`config.mk`:
```
export PLATFORM = sky130hd
export DESIGN_NAME = pdm_cic_decim
export DESIGN_NICKNAME = d
export VERILOG_FILES = /design/src/rtl/pdm_cic_pkg.sv /design/src/rtl/pdm_cic_integ.sv /design/src/rtl/pdm_cic_phase.sv /design/src/rtl/pdm_cic_comb.sv /design/src/rtl/pdm_cic_decim.sv
export SDC_FILE = /design/constraint.sdc
export NUM_CORES = 1
export LEC_CHECK = 0
export ABC_AREA = 1
export CORE_UTILIZATION = 32
export CTS_CLUSTER_DIAMETER = 80
export DETAILED_ROUTE_END_ITERATION = 8
export GPL_ROUTABILITY_DRIVEN = 0
export PLACE_DENSITY = 0.52
export SLEW_MARGIN = 20
export SYNTH_ARGS = -nofsm -noshare
export SYNTH_HDL_FRONTEND = slang
export SYNTH_SLANG_ARGS = --single-unit
export TNS_END_PERCENT = 30
```
`constraint.sdc`:
```
create_clock -name clk -period 1.95 [get_ports clk]
set_input_delay 0.195 -clock clk [delete_from_list [all_inputs] [get_ports clk]]
set_output_delay 0.195 -clock clk [all_outputs]
set_load 0.01 [all_outputs]
```
`src/rtl/pdm_cic_pkg.sv`:
```
package pdm_cic_pkg;

  // Accumulator width that holds the full CIC gain DECIM**STAGES
  // (differential delay 1) without loss after comb cancellation.
  function automatic int acc_width(input int stages, input int decim);
    return stages * $clog2(decim) + 1;
  endfunction

endpackage

```
`src/rtl/pdm_cic_integ.sv`:
```
module pdm_cic_integ #(
  parameter int STAGES = 2,
  parameter int ACC_W  = 5
) (
  input  logic             clk,
  input  logic             rst_ni,
  input  logic             pdm_i,
  output logic [ACC_W-1:0] acc_o
);

  logic [ACC_W-1:0] acc_q [STAGES];
  logic [ACC_W-1:0] acc_d [STAGES];
  logic [ACC_W-1:0] feed  [STAGES];

  assign feed[0] = {{(ACC_W-1){1'b0}}, pdm_i};

  genvar s;
  generate
    for (s = 1; s < STAGES; s++) begin : g_feed
      assign feed[s] = acc_q[s-1];
    end

    for (s = 0; s < STAGES; s++) begin : g_stage
      always_comb begin
        acc_d[s] = acc_q[s] + feed[s];
      end

      always_ff @(posedge clk or negedge rst_ni) begin
        if (!rst_ni) acc_q[s] <= '0;
        else         acc_q[s] <= acc_d[s];
      end
    end
  endgenerate

  assign acc_o = acc_q[STAGES-1];

endmodule

```
`src/rtl/pdm_cic_phase.sv`:
```
module pdm_cic_phase #(
  parameter int DECIM = 4
) (
  input  logic clk,
  input  logic rst_ni,
  output logic dec_en_o,
  output logic strobe_o
);

  localparam int PH_W = (DECIM > 1) ? $clog2(DECIM) : 1;
  localparam logic [PH_W-1:0] LAST = PH_W'(DECIM - 1);
  localparam logic [PH_W-1:0] HALF = PH_W'(DECIM / 2);

  logic [PH_W-1:0] ph_q;
  logic [PH_W-1:0] ph_d;
  logic            strobe_q;
  logic            strobe_d;

  always_comb begin
    if (ph_q == LAST) ph_d = '0;
    else              ph_d = ph_q + 1'b1;
    strobe_d = (ph_d >= HALF);
  end

  always_ff @(posedge clk or negedge rst_ni) begin
    if (!rst_ni) begin
      ph_q     <= '0;
      strobe_q <= 1'b0;
    end else begin
      ph_q     <= ph_d;
      strobe_q <= strobe_d;
    end
  end

  assign dec_en_o = (ph_q == LAST);
  assign strobe_o = strobe_q;

endmodule

```
`src/rtl/pdm_cic_comb.sv`:
```
module pdm_cic_comb #(
  parameter int STAGES = 2,
  parameter int ACC_W  = 5
) (
  input  logic             clk,
  input  logic             rst_ni,
  input  logic             dec_en_i,
  input  logic [ACC_W-1:0] din_i,
  output logic [ACC_W-1:0] dout_o
);

  logic [ACC_W-1:0] dly_q [STAGES];
  logic [ACC_W-1:0] dly_d [STAGES];
  logic [ACC_W-1:0] tap   [STAGES+1];
  logic [ACC_W-1:0] out_q;
  logic [ACC_W-1:0] out_d;

  assign tap[0] = din_i;

  genvar s;
  generate
    for (s = 0; s < STAGES; s++) begin : g_stage
      assign tap[s+1] = tap[s] - dly_q[s];

      always_comb begin
        dly_d[s] = dly_q[s];
        if (dec_en_i) dly_d[s] = tap[s];
      end

      always_ff @(posedge clk or negedge rst_ni) begin
        if (!rst_ni) dly_q[s] <= '0;
        else         dly_q[s] <= dly_d[s];
      end
    end
  endgenerate

  always_comb begin
    out_d = out_q;
    if (dec_en_i) out_d = tap[STAGES];
  end

  always_ff @(posedge clk or negedge rst_ni) begin
    if (!rst_ni) out_q <= '0;
    else         out_q <= out_d;
  end

  assign dout_o = out_q;

endmodule

```
`src/rtl/pdm_cic_decim.sv`:
```
module pdm_cic_decim #(
  parameter int STAGES = 2,
  parameter int DECIM  = 4,
  parameter int OUT_W  = 6
) (
  input  logic             clk,
  input  logic             rst_n,
  input  logic             pdm_i,
  output logic [OUT_W-1:0] sample_o,
  output logic             samp_clk_o,
  output logic             mic_clk_o
);

  localparam int ACC_W = pdm_cic_pkg::acc_width(STAGES, DECIM);

  logic [1:0]       rst_sync_q;
  logic             rst_int_n;
  logic [ACC_W-1:0] integ_out;
  logic [ACC_W-1:0] comb_out;
  logic             dec_en;

  always_ff @(posedge clk or negedge rst_n) begin
    if (!rst_n) rst_sync_q <= 2'b00;
    else        rst_sync_q <= {rst_sync_q[0], 1'b1};
  end

  assign rst_int_n = rst_sync_q[1];

  pdm_cic_integ #(.STAGES(STAGES), .ACC_W(ACC_W)) u_integ (
    .clk    (clk),
    .rst_ni (rst_int_n),
    .pdm_i  (pdm_i),
    .acc_o  (integ_out)
  );

  pdm_cic_phase #(.DECIM(DECIM)) u_phase (
    .clk      (clk),
    .rst_ni   (rst_int_n),
    .dec_en_o (dec_en),
    .strobe_o (samp_clk_o)
  );

  pdm_cic_comb #(.STAGES(STAGES), .ACC_W(ACC_W)) u_comb (
    .clk      (clk),
    .rst_ni   (rst_int_n),
    .dec_en_i (dec_en),
    .din_i    (integ_out),
    .dout_o   (comb_out)
  );

  generate
    if (OUT_W >= ACC_W) begin : g_widen
      assign sample_o = {{(OUT_W-ACC_W){1'b0}}, comb_out};
    end else begin : g_narrow
      assign sample_o = comb_out[ACC_W-1 -: OUT_W];
    end
  endgenerate

  assign mic_clk_o = clk;

endmodule

```
After elaboration in Yosys (flattened, before gate mapping)

Index checks and enable logic that the tools add are counted.

Magnitude comparators: 1
Muxes and demuxes: 1
$add $sub $neg: 5
Eq/ne operators: 1

Operator list:

| kind                  | number |
|---|---|
| $sub A5 B5 Y5         | 2 |
| $add A5 B1 Y5         | 1 |
| $add A5 B5 Y5         | 1 |
| $add A2 B1 Y2 const B | 1 |
| $eq A2 B2 Y1 const B  | 1 |
| $ge A2 B2 Y1 const B  | 1 |
| $mux W2               | 1 |

Logic and storage cells: 16
Input port bits: 3
Bits in registers: 30
Output and inout bits: 8

Logic depth before layout (Yosys ltp)

Gate-level depths: netlist (run 1).

Depth after elaboration: 3
Depth in mapped cells: 14
Gate-level depth less buffers: 14

Cells and area by module

Synthesis (run 1) repeated with hierarchy kept, for this count alone.

Cells, all modules: 166
Area, all modules: 1535.2 um^2

By module, submodules not included:

| module        | area each (um^2) | seq. area each (um^2) | cells an instance | instances |
|---|---|---|---|---|
| pdm_cic_comb  | 877.1            | 375.4                 | 106               | 1 |
| pdm_cic_integ | 519.2            | 250.2                 | 50                | 1 |
| pdm_cic_decim | 72.6             | 50.0                  | 6                 | 1 |
| pdm_cic_phase | 66.3             | 50.0                  | 4                 | 1 |

==> results of run 1 <==
## final timing paths
path,endpoint,slack (ns)
setup reg to reg,u_comb.dout_o[3],-0.17
hold reg to reg,u_integ.acc_q[9],0.25
min in group clk,rst_sync_q[1],0.36
max in group asynchronous,rst_sync_q[1],1.34
setup / recovery,u_comb.dout_o[3],-0.17
hold / removal,u_integ.acc_q[9],0.25
## registers in the layout, indices dropped and copies added (netlist names)
signal,flops
u_comb.dout_o,5
rst_sync_q,2
u_phase.ph_q,2
u_integ.acc_o,5
u_comb.dly_q,10
u_integ.acc_q,5
## worst max-delay path: stages (launching register included)
cell	delay, ns
dfrtp_1	0.40
inv_2	0.06
ha_1	0.15
inv_2	0.05
fa_2	0.41
xor2_4	0.18
ha_4	0.27
a21oi_2	0.13
nand2_1	0.07
or2_0	0.19
nand3_1	0.07
nand2_1	0.05
## cell families after synthesis
| family | Yosys count |
|---|---|
| other | 2 |
| buffers and inverters | 20 |
| AND/OR/NAND/NOR | 52 |
| AO/OA/AOI/OAI | 18 |
| adder cells (fa/ha/maj) | 18 |
| flip-flops | 29 |
| XOR/XNOR | 9 |
## metrics by stage
step	worst slack [ns]	setup TNS [ns]	util	instances	hold slack (ns)
2_1_floorplan	-0.0820	-0.159	-	148	-0.101
6_report	-0.166	-0.321	0.435	227	0.247
3_3_place_gp	-0.173	-0.352	0.381	215	0.247
4_1_cts	-0.101	-0.197	0.432	227	0.265
3_5_place_dp	-0.197	-0.467	0.381	215	0.259
5_1_grt	-0.254	-0.657	0.435	227	0.289
## routing by layer
layer	share of wire	GRT usage	wire (um)
met1	0.44	0.129	1170
met3	0.038	0.0567	101
met4	0.013	0.113	34
met2	0.51	0.204	1350
met5	0	0	0
## area by class of cell
cell class / count / area share
Sequential cell: 29 / 0.380
Multi-Input combinational cell: 99 / 0.376
Timing Repair Buffer: 20 / 0.0905
Clock buffer: 10 / 0.0702
Tap cell: 52 / 0.0341
Inverter: 15 / 0.0295
Clock inverter: 2 / 0.0197
## repair_timing
| item | CTS | global route |
|---|---|---|
| endpoints found under the setup margin | 3 | 3 |
| gates resized for setup | 9 | 3 |
| hold buffers | 1 | 0 |
| pin swaps | 2 | 3 |
| endpoints found under the hold margin | 2 | 0 |
## cell usage after synthesis, drive strengths merged
| cell | instances |
|---|---|
| xnor2 | 4 |
| inv | 15 |
| nand2 | 35 |
| nor2 | 3 |
| buf | 5 |
| or2 | 2 |
| xor2 | 5 |
| a21oi | 7 |
| conb | 2 |
| fa | 3 |
| nand3 | 12 |
| ha | 15 |
| o21ai | 11 |
| dfrtp | 29 |
==> impl_results.md, run 1 <==
- Global-route wire length before repair: 4520 um
- Max-cap violations: 0
- Final hold viol count: 0
- Vias in the first global route: 1,109
- Cell row count: 24
- Seq/Total Area, Yosys: 0.496
- GRT Total Usage: 0.129
- Largest family of logic cells by synthesized area: adder cells
- Critical Path RT: between 2 and 2.5 ns
- Drt drc: 0
- Yosys reg bits: 29
- Syn avg cell area: just under 10 um^2
- Final #Nets: 195
- Mapped cell area: roughly 0.0015 mm^2
- Antenna Cells: 0
- Setup Viol. Count Final: 3
- Initial antenna violation count: 0
- Drt pass-1 iters: 4
- Unrepaired setup endpoints after global routing: true
- Core box area: about 0.0044 mm^2
- Final period util: 1.09
- Critical R2R Launch: u_integ.acc_o[0]
- Synth unique cells: 19
- Via Count: roughly 1.0k
- Clk pin slew, worst setup/hold paths: 0.06 ns
- Synth Area in Simple Gates: 0.151
- Die width: 69.6 um
- # Post-CTS Setup Buffers: 0
- Synth top area cells: dfrtp_1 (50%), ha_1 (13%), nand2_1 (8.7%), fa_1 (4.1%), nand3_1 (4.1%)
- Synthesized instance count: ~150
- Post-route setup slack: -0.166 ns
- Multi-input combinational cell area: approximately 720 um^2
- XOR/XNOR share of the synthesized area: 0.0539
- Ports: 11
- Yosys top cell area share: 0.496
- Commonest cells after routing, fill and taps aside: nand2_1 (34), dfrtp_1 (29), inv_1 (13), ha_1 (13)
- Port bufs: 9
- Total wire length: roughly 2700 um
- Filler Cell Count: 425
- Largest net degree at the start of global routing: 28
- Worst-Skew Late Latency: 0.39 ns
- Commonest non-fill, non-tap cell in the layout: nand2_1
- Crit. Startpoint: u_integ.acc_o[0]
- WP data arrival: 2.40 ns
- DR vias/cell: 4.56
- Die footprint: 0.00484 mm^2
- Outcome: finished, violations left
- Max Clock Freq: 473 MHz
- Clock Skew: around 0.0066 ns
- Post-Synth Adder-Cell Area: 0.169
- Slew Limit Fails: 0
- Crit Path Category: reg2reg
- Area growth syn-to-layout: 30.5%
- Failing checks: negative setup slack
- Crit start category: flip-flop
- Starting DRT DRC Count: 25
- Layout cell share with drive strength beyond 1: 0.206
- Max FO, Critical Path: 4
- Post-DP HPWL: 1750 um
- Area leader, netlist: dfrtp_1
- Final instance area: between 0.0015 and 0.002 mm^2
- Placed Area: 0.00167 mm^2
- Synth warn: 0
- Worst setup EP type: flip-flop
- Post-synthesis mux area share: 0
- CTS tree: done
- Compound-Gate Fraction of Synth Area: 0.0642
- Synth Net Count: 169
- Routed len/inst: 11.7 um
- Reg2reg path depth: 11
- Die Span Y: 69.6 um
- Gr ovfl total: 0
- Final min period: 2.12 ns
- HP Class: reg2async
- Register area: approximately 730 um^2
- Starting Density: 0.334
- Antenna Nets Post-Route: 0
Power of run 1 is not shown: default switching activity piles up to over one toggle a cycle in this logic, so the estimate is an artifact.
==> inputs of run 2 (changes only) <==
--- a/config.mk
+++ b/config.mk
@@ -6,11 +6,11 @@
 export NUM_CORES = 1
 export LEC_CHECK = 0
 export ABC_AREA = 1
-export CORE_UTILIZATION = 32
+export CORE_UTILIZATION = 60
 export CTS_CLUSTER_DIAMETER = 80
 export DETAILED_ROUTE_END_ITERATION = 8
 export GPL_ROUTABILITY_DRIVEN = 0
-export PLACE_DENSITY = 0.52
+export PLACE_DENSITY = 0.84
 export SLEW_MARGIN = 20
 export SYNTH_ARGS = -nofsm -noshare
 export SYNTH_HDL_FRONTEND = slang
==> run 2 against run 1 <==
The run still ends with negative setup slack left. Global-route usage rose by 13 points. Clock-buffer cell count rose by 1. Worst hold slack got worse by 0.014 ns. Sequential cell count did not move. Clock skew rose by 0.0070 ns. Sequential share of layout area rose by 2.5 points. Maximum frequency rose by 1.9%. Critical endpoint is now u_comb.dout_o[4].
==> impl_results.md, run 2 (synthesized netlist as in run 1, its figures left out) <==
- Outcome: finished, violations left
- Failing checks: negative setup slack
- Max-cap violations: 0 (unchanged)
- Setup slack, reg-to-reg: -0.13 ns (+0.04 ns)
- Total wire length: 2800 um (+5.2%)
- Setup TNS: -0.292 ns (+0.0289 ns)
- Slew Limit Fails: 0 (unchanged)
- Critical Path RT: 2.28 ns (+0.04 ns)
- HP Class: reg2async
- Die footprint: 0.00264 mm^2 (-46%)
- Met2 wire length: 1510 um (+12%)
- Initial antenna violation count: 0 (unchanged)
- Clock Skew: 0.0136 ns (+0.00704 ns)
- Cell row count: 17 (-29%)
- Layout cell share with drive strength beyond 1: 0.191 (-0.0150)
- Max FO, Critical Path: 3 (-1)
- Global-route wire length before repair: 4600 um (+1.7%)
- Post-DP HPWL: 1900 um (+8.2%)
- Worst hold slack: 0.234 ns (-0.0138 ns)
- Routed len/inst: 13.9 um (+19%)
- Core box area: 0.00225 mm^2 (-49%)
- Final #Nets: 193 (-1.0%)
- Drt drc: 0 (unchanged)
- Gr ovfl total: 0 (unchanged)
- Vias in the first global route: 1,080 (-2.6%)
- Die Span Y: 51.4 um (-26%)
- Final hold viol count: 0 (unchanged)
- Top Layer Used: met4
- Post-route setup slack: -0.127 ns (+0.0390 ns)
- Filler Cell Count: 143 (-66%)
- Largest register FFs: 10 (unchanged)
- Worst R2R End: u_comb.dout_o[4]
- Crit. Startpoint: u_integ.acc_o[0]
- Crit start category: flip-flop
- Antenna Cells: 0 (unchanged)
- DR vias/cell: 5.22 (+15%)
- Final period util: 1.07 (-0.0200)
- Largest net degree at the start of global routing: 28 (unchanged)
- Starting DRT DRC Count: 19 (-24%)
- Worst setup EP type: flip-flop
- Setup crit end: u_comb.dout_o[4]
- Clk pin slew, worst setup/hold paths: 0.10 ns (+0.04 ns)
- # Post-CTS Setup Buffers: 0 (unchanged)
- Commonest cells after routing, fill and taps aside: nand2_1 (34), dfrtp_1 (29), inv_1 (13), ha_1 (13), nand3_1 (12)
- Commonest non-fill, non-tap cell in the layout: nand2_1
- Port bufs: 9 (unchanged)
- WP data arrival: 2.41 ns (about the same)
- Most flops, register: u_comb.dly_q
- M1 WL: 1070 um (-8.4%)
- Crit Path Category: reg2reg
- Unrepaired setup endpoints after global routing: true
- Starting Density: 0.649 (+0.315)
- Final instance area: 0.00179 mm^2 (-6.2%)
- Reg2reg path depth: 11 (unchanged)
- Worst-Skew Late Latency: 0.44 ns (+0.05 ns)
- Setup Viol. Count Final: 3 (unchanged)
- Max Clock Freq: 481 MHz (+1.9%)
- Placed Area: 0.00163 mm^2 (-2.7%)
- Final min period: 2.08 ns (-0.0390 ns)
- Area growth syn-to-layout: 22.3%
- Ports: 11 (unchanged)
- GRT Total Usage: 0.262 (+0.133)
- Drt pass-1 iters: 4 (unchanged)
- Via Count: 1,050 (+1.4%)
- Antenna Nets Post-Route: 0 (unchanged)
- Met3 wire len: 107 um (+5.9%)
- CTS tree: done
- Die width: 51.4 um (-26%)
- Critical R2R Launch: u_integ.acc_o[0]
run 2: cell count changes in the layout (fill, tap and decap cells not counted):
cell / previous run / this run
clkbuf_4: 0 / 8
clkbuf_8: 9 / 2
buf_4: 11 / 9
bufinv_16: 1 / 0
clkinv_2: 0 / 1
clkinvlp_4: 1 / 0
nand3_1: 11 / 12
nand3_2: 1 / 0
run 2: layout make-up:
| class | instances | area (um^2) | area share |
|---|---|---|---|
| sequential | 29 | 726 | 0.406 |
| timing repair buffer | 18 | 158 | 0.0881 |
| inverter | 15 | 56.3 | 0.0315 |
| clock inverter | 1 | 5.00 | 0.00280 |
| clock buffer | 11 | 97.6 | 0.0545 |
| multi-input combinational | 99 | 712 | 0.398 |
| tap | 28 | 35.0 | 0.0196 |
run 2: critical path: stages, from the launching register on:
cell	delay [ns]
dfrtp_1	0.39
inv_2	0.05
ha_1	0.20
inv_2	0.06
fa_2	0.47
fa_2	0.37
nand3_1	0.11
nand3_1	0.08
nand2_1	0.09
inv_1	0.04
nand2_1	0.06
nand3_1	0.06
run 2: how the worst min path moves through the flow:
stage                        startpoint          endpoint  slack [ns]  depth (start not counted)
after floorplan                   rst_n     rst_sync_q[0]       -0.10                          0
after global placement    rst_sync_q[1]   u_phase.ph_q[1]        0.24                          1
after global routing      rst_sync_q[1]  u_comb.dout_o[2]        0.27                          1
after detailed placement  rst_sync_q[1]   u_phase.ph_q[1]        0.25                          1
after CTS                 rst_sync_q[1]  u_comb.dout_o[3]        0.24                          1
final                     rst_sync_q[1]  u_comb.dout_o[3]        0.23                          1
run 2: stage by stage:
| stage | setup slack [ns] | util | cells |
|---|---|---|---|
| after floorplan | -0.0820 | - | 148 |
| after global placement | -0.153 | 0.721 | 189 |
| after detailed placement | -0.225 | 0.721 | 189 |
| after CTS | -0.124 | 0.780 | 201 |
| after global routing | -0.243 | 0.794 | 201 |
| final | -0.127 | 0.794 | 201 |
run 2: layer usage:
| metal | vias to the layer above | track usage |
|---|---|---|
| met3 | 10 | 0.0923 |
| met5 | - | 0 |
| met1 | 500 | 0.268 |
| met2 | 22 | 0.429 |
| li1 | 518 | - |
| met4 | 0 | 0.212 |
run 2: what timing repair did:
item	in CTS	in global routing
endpoints found under the hold margin	2	0
hold buffers	1	0
pin swaps	2	0
endpoints found under the setup margin	3	4
resized for setup	8	3
Power of run 2 is left out for the same reason.
==> inputs of run 3 (changes only) <==
--- a/config.mk
+++ b/config.mk
@@ -6,11 +6,11 @@
 export NUM_CORES = 1
 export LEC_CHECK = 0
 export ABC_AREA = 1
-export CORE_UTILIZATION = 60
+export CORE_UTILIZATION = 61
 export CTS_CLUSTER_DIAMETER = 80
 export DETAILED_ROUTE_END_ITERATION = 8
 export GPL_ROUTABILITY_DRIVEN = 0
-export PLACE_DENSITY = 0.84
+export PLACE_DENSITY = 0.86
 export SLEW_MARGIN = 20
 export SYNTH_ARGS = -nofsm -noshare
 export SYNTH_HDL_FRONTEND = slang
==> run 3 against run 2 <==
The flow still finishes with violations (negative setup slack). Wire length fell by 8.9%. Critical path depth is the same. Worst hold slack got worse by 0.00075 ns. Register-to-register slack gained 0.02 ns. First-iteration DRC count shrank 58%. Critical endpoint is now u_comb.dout_o[3]. Largest cell class unchanged. Highest routed layer unchanged.
==> impl_results.md, run 3 (synthesized netlist as in run 1, its figures left out) <==
- Outcome: finished, violations left
- Failing checks: negative setup slack
- Drt drc: 0 (unchanged)
- Initial antenna violation count: 0 (unchanged)
- Largest net degree at the start of global routing: 28 (unchanged)
- Core box area: 0.00223 mm^2 (-0.94%)
- WP data arrival: 2.39 ns (-0.02 ns)
- Antenna Cells: 0 (unchanged)
- Final #Nets: 192 (-0.52%)
- Final min period: 2.06 ns (-0.0189 ns)
- HP Class: reg2async
- Final period util: 1.06 (-0.00969)
- Drt pass-1 iters: 4 (unchanged)
- Post-DP HPWL: 1760 um (-7.3%)
- Die width: 51.0 um (-0.80%)
- Port bufs: 9 (unchanged)
- CTS tree: done
- Worst path top cell family by delay: adder cells
- Cells along the critical path: inv_2 -> ha_1 -> inv_2 -> fa_2 -> xor2_2 -> ha_4 -> a21oi_2 -> nand2_1 -> or2_0 -> nand3_1 -> nand2_1
- Vias in the first global route: 1,085 (+0.46%)
- Layout cell share with drive strength beyond 1: 0.175 (-0.0153)
- Slowest stage cell, crit path: dfrtp_1
- GRT Total Usage: 0.256 (-0.00601)
- Final instance area: 0.00176 mm^2 (-1.9%)
- Largest register FFs: 10 (unchanged)
- Die Span Y: 51.0 um (-0.80%)
- Clock Skew: 0.00888 ns (-0.00476 ns)
- Setup slack, reg-to-reg: -0.11 ns (+0.02 ns)
- Antenna Nets Post-Route: 0 (unchanged)
- Final hold viol count: 0 (unchanged)
- Unrepaired setup endpoints after global routing: true
- Non-Filler Instances: 199 (-1.0%)
- Starting Density: 0.655 (+0.00618)
- DR vias/cell: 5.25 (+0.52%)
- Multi-input combinational cell area: 701 um^2 (-1.6%)
- Commonest cells after routing, fill and taps aside: nand2_1 (34), dfrtp_1 (29), inv_1 (13), ha_1 (13), nand3_1 (12)
- Max-cap violations: 0 (unchanged)
- Crit start category: flip-flop
- Placed Instances: 188 (-0.53%)
- Critical Path RT: 2.28 ns (about the same)
- Routed len/inst: 12.8 um (-8.0%)
- Starting DRT DRC Count: 8 (-11)
- Global-route wire length before repair: 4590 um (-0.15%)
- Cell row count: 17 (unchanged)
- Die footprint: 0.00260 mm^2 (-1.6%)
- Area growth syn-to-layout: 20.0%
- Max FO, Critical Path: 4 (+1)
- Max Clock Freq: 486 MHz (+0.92%)
- Crit Path Category: reg2reg
- Most flops, register: u_comb.dly_q
- Crit path buffers/inverters: 2 (-1)
- Commonest non-fill, non-tap cell in the layout: nand2_1
- Slew Limit Fails: 0 (unchanged)
- Placed Area: 0.00162 mm^2 (-0.46%)
- Clk pin slew, worst setup/hold paths: 0.09 ns (about the same)
- Filler Cell Count: 142 (-0.70%)
- Total wire length: 2550 um (-8.9%)
- Via Count: 1,045 (-0.48%)
- Post-route setup slack: -0.108 ns (+0.0189 ns)
- Worst setup EP type: flip-flop
- Ports: 11 (unchanged)
- Setup Viol. Count Final: 2 (-1)
- Register area: 726 um^2 (unchanged)
- Worst-Skew Late Latency: 0.43 ns (about the same)
- Worst stage delay on the critical path: 0.39 ns (-0.08 ns)
- Gr ovfl total: 0 (unchanged)
-- run 3: cell count changes in the layout (fill, tap and decap cells not counted), sizes merged --
cell,delta
clkinv,-1
buf,-1
-- run 3: timing repair --
| action | 4_1_cts | 5_1_grt |
|---|---|---|
| hold buffers | 1 | 0 |
| setup buffers | 0 | 0 |
| pin swaps | 2 | 0 |
| hold endpoints to repair | 2 | 0 |
| resized for setup | 6 | 4 |
| setup endpoints to repair | 3 | 4 |
-- run 3: cell type report --
type / count / area share
flip-flops and latches: 29 / 0.413
inverters: 15 / 0.0321
multi-input cells: 99 / 0.399
repair buffers: 17 / 0.0855
well taps: 28 / 0.0200
clock buffers: 11 / 0.0499
-- run 3: worst register-to-register path, stage by stage (launching register included) --
cell     delay [ns]
dfrtp_1        0.39
inv_2          0.06
ha_1           0.15
inv_2          0.04
fa_2           0.37
xor2_2         0.20
ha_4           0.25
a21oi_2        0.11
nand2_1        0.08
or2_0          0.21
nand3_1        0.07
nand2_1        0.05
-- run 3: final timing paths --
| path | to | startpoint | depth (start not counted) |
|---|---|---|---|
| min in group clk | rst_sync_q[1] | rst_sync_q[0] | 0 |
| max | u_comb.dout_o[3] | u_integ.acc_o[0] | 11 |
| min | u_phase.ph_q[1] | rst_sync_q[1] | 1 |
| max in group asynchronous | rst_sync_q[0] | rst_n | 2 |
| max reg2reg | u_comb.dout_o[3] | u_integ.acc_o[0] | 11 |
| min reg2reg | u_phase.ph_q[1] | rst_sync_q[1] | 1 |
-- run 3: stage by stage --
step / setup TNS (ns) / worst slack (ns) / hold WS, ns / utilization
after detailed placement: -0.414 / -0.203 / 0.243 / 0.724
after floorplan: -0.159 / -0.0820 / -0.101 / -
after global placement: -0.293 / -0.152 / 0.239 / 0.724
after global routing: -0.590 / -0.247 / 0.297 / 0.786
final: -0.184 / -0.108 / 0.233 / 0.786
after CTS: -0.215 / -0.118 / 0.251 / 0.777
-- run 3: per-layer routing --
layer,GRT usage,wire length [um]
met3,0.110,94
met1,0.289,1070
met5,0,0
met4,0.144,49
met2,0.406,1330
Power of run 3 is left out for the same reason.
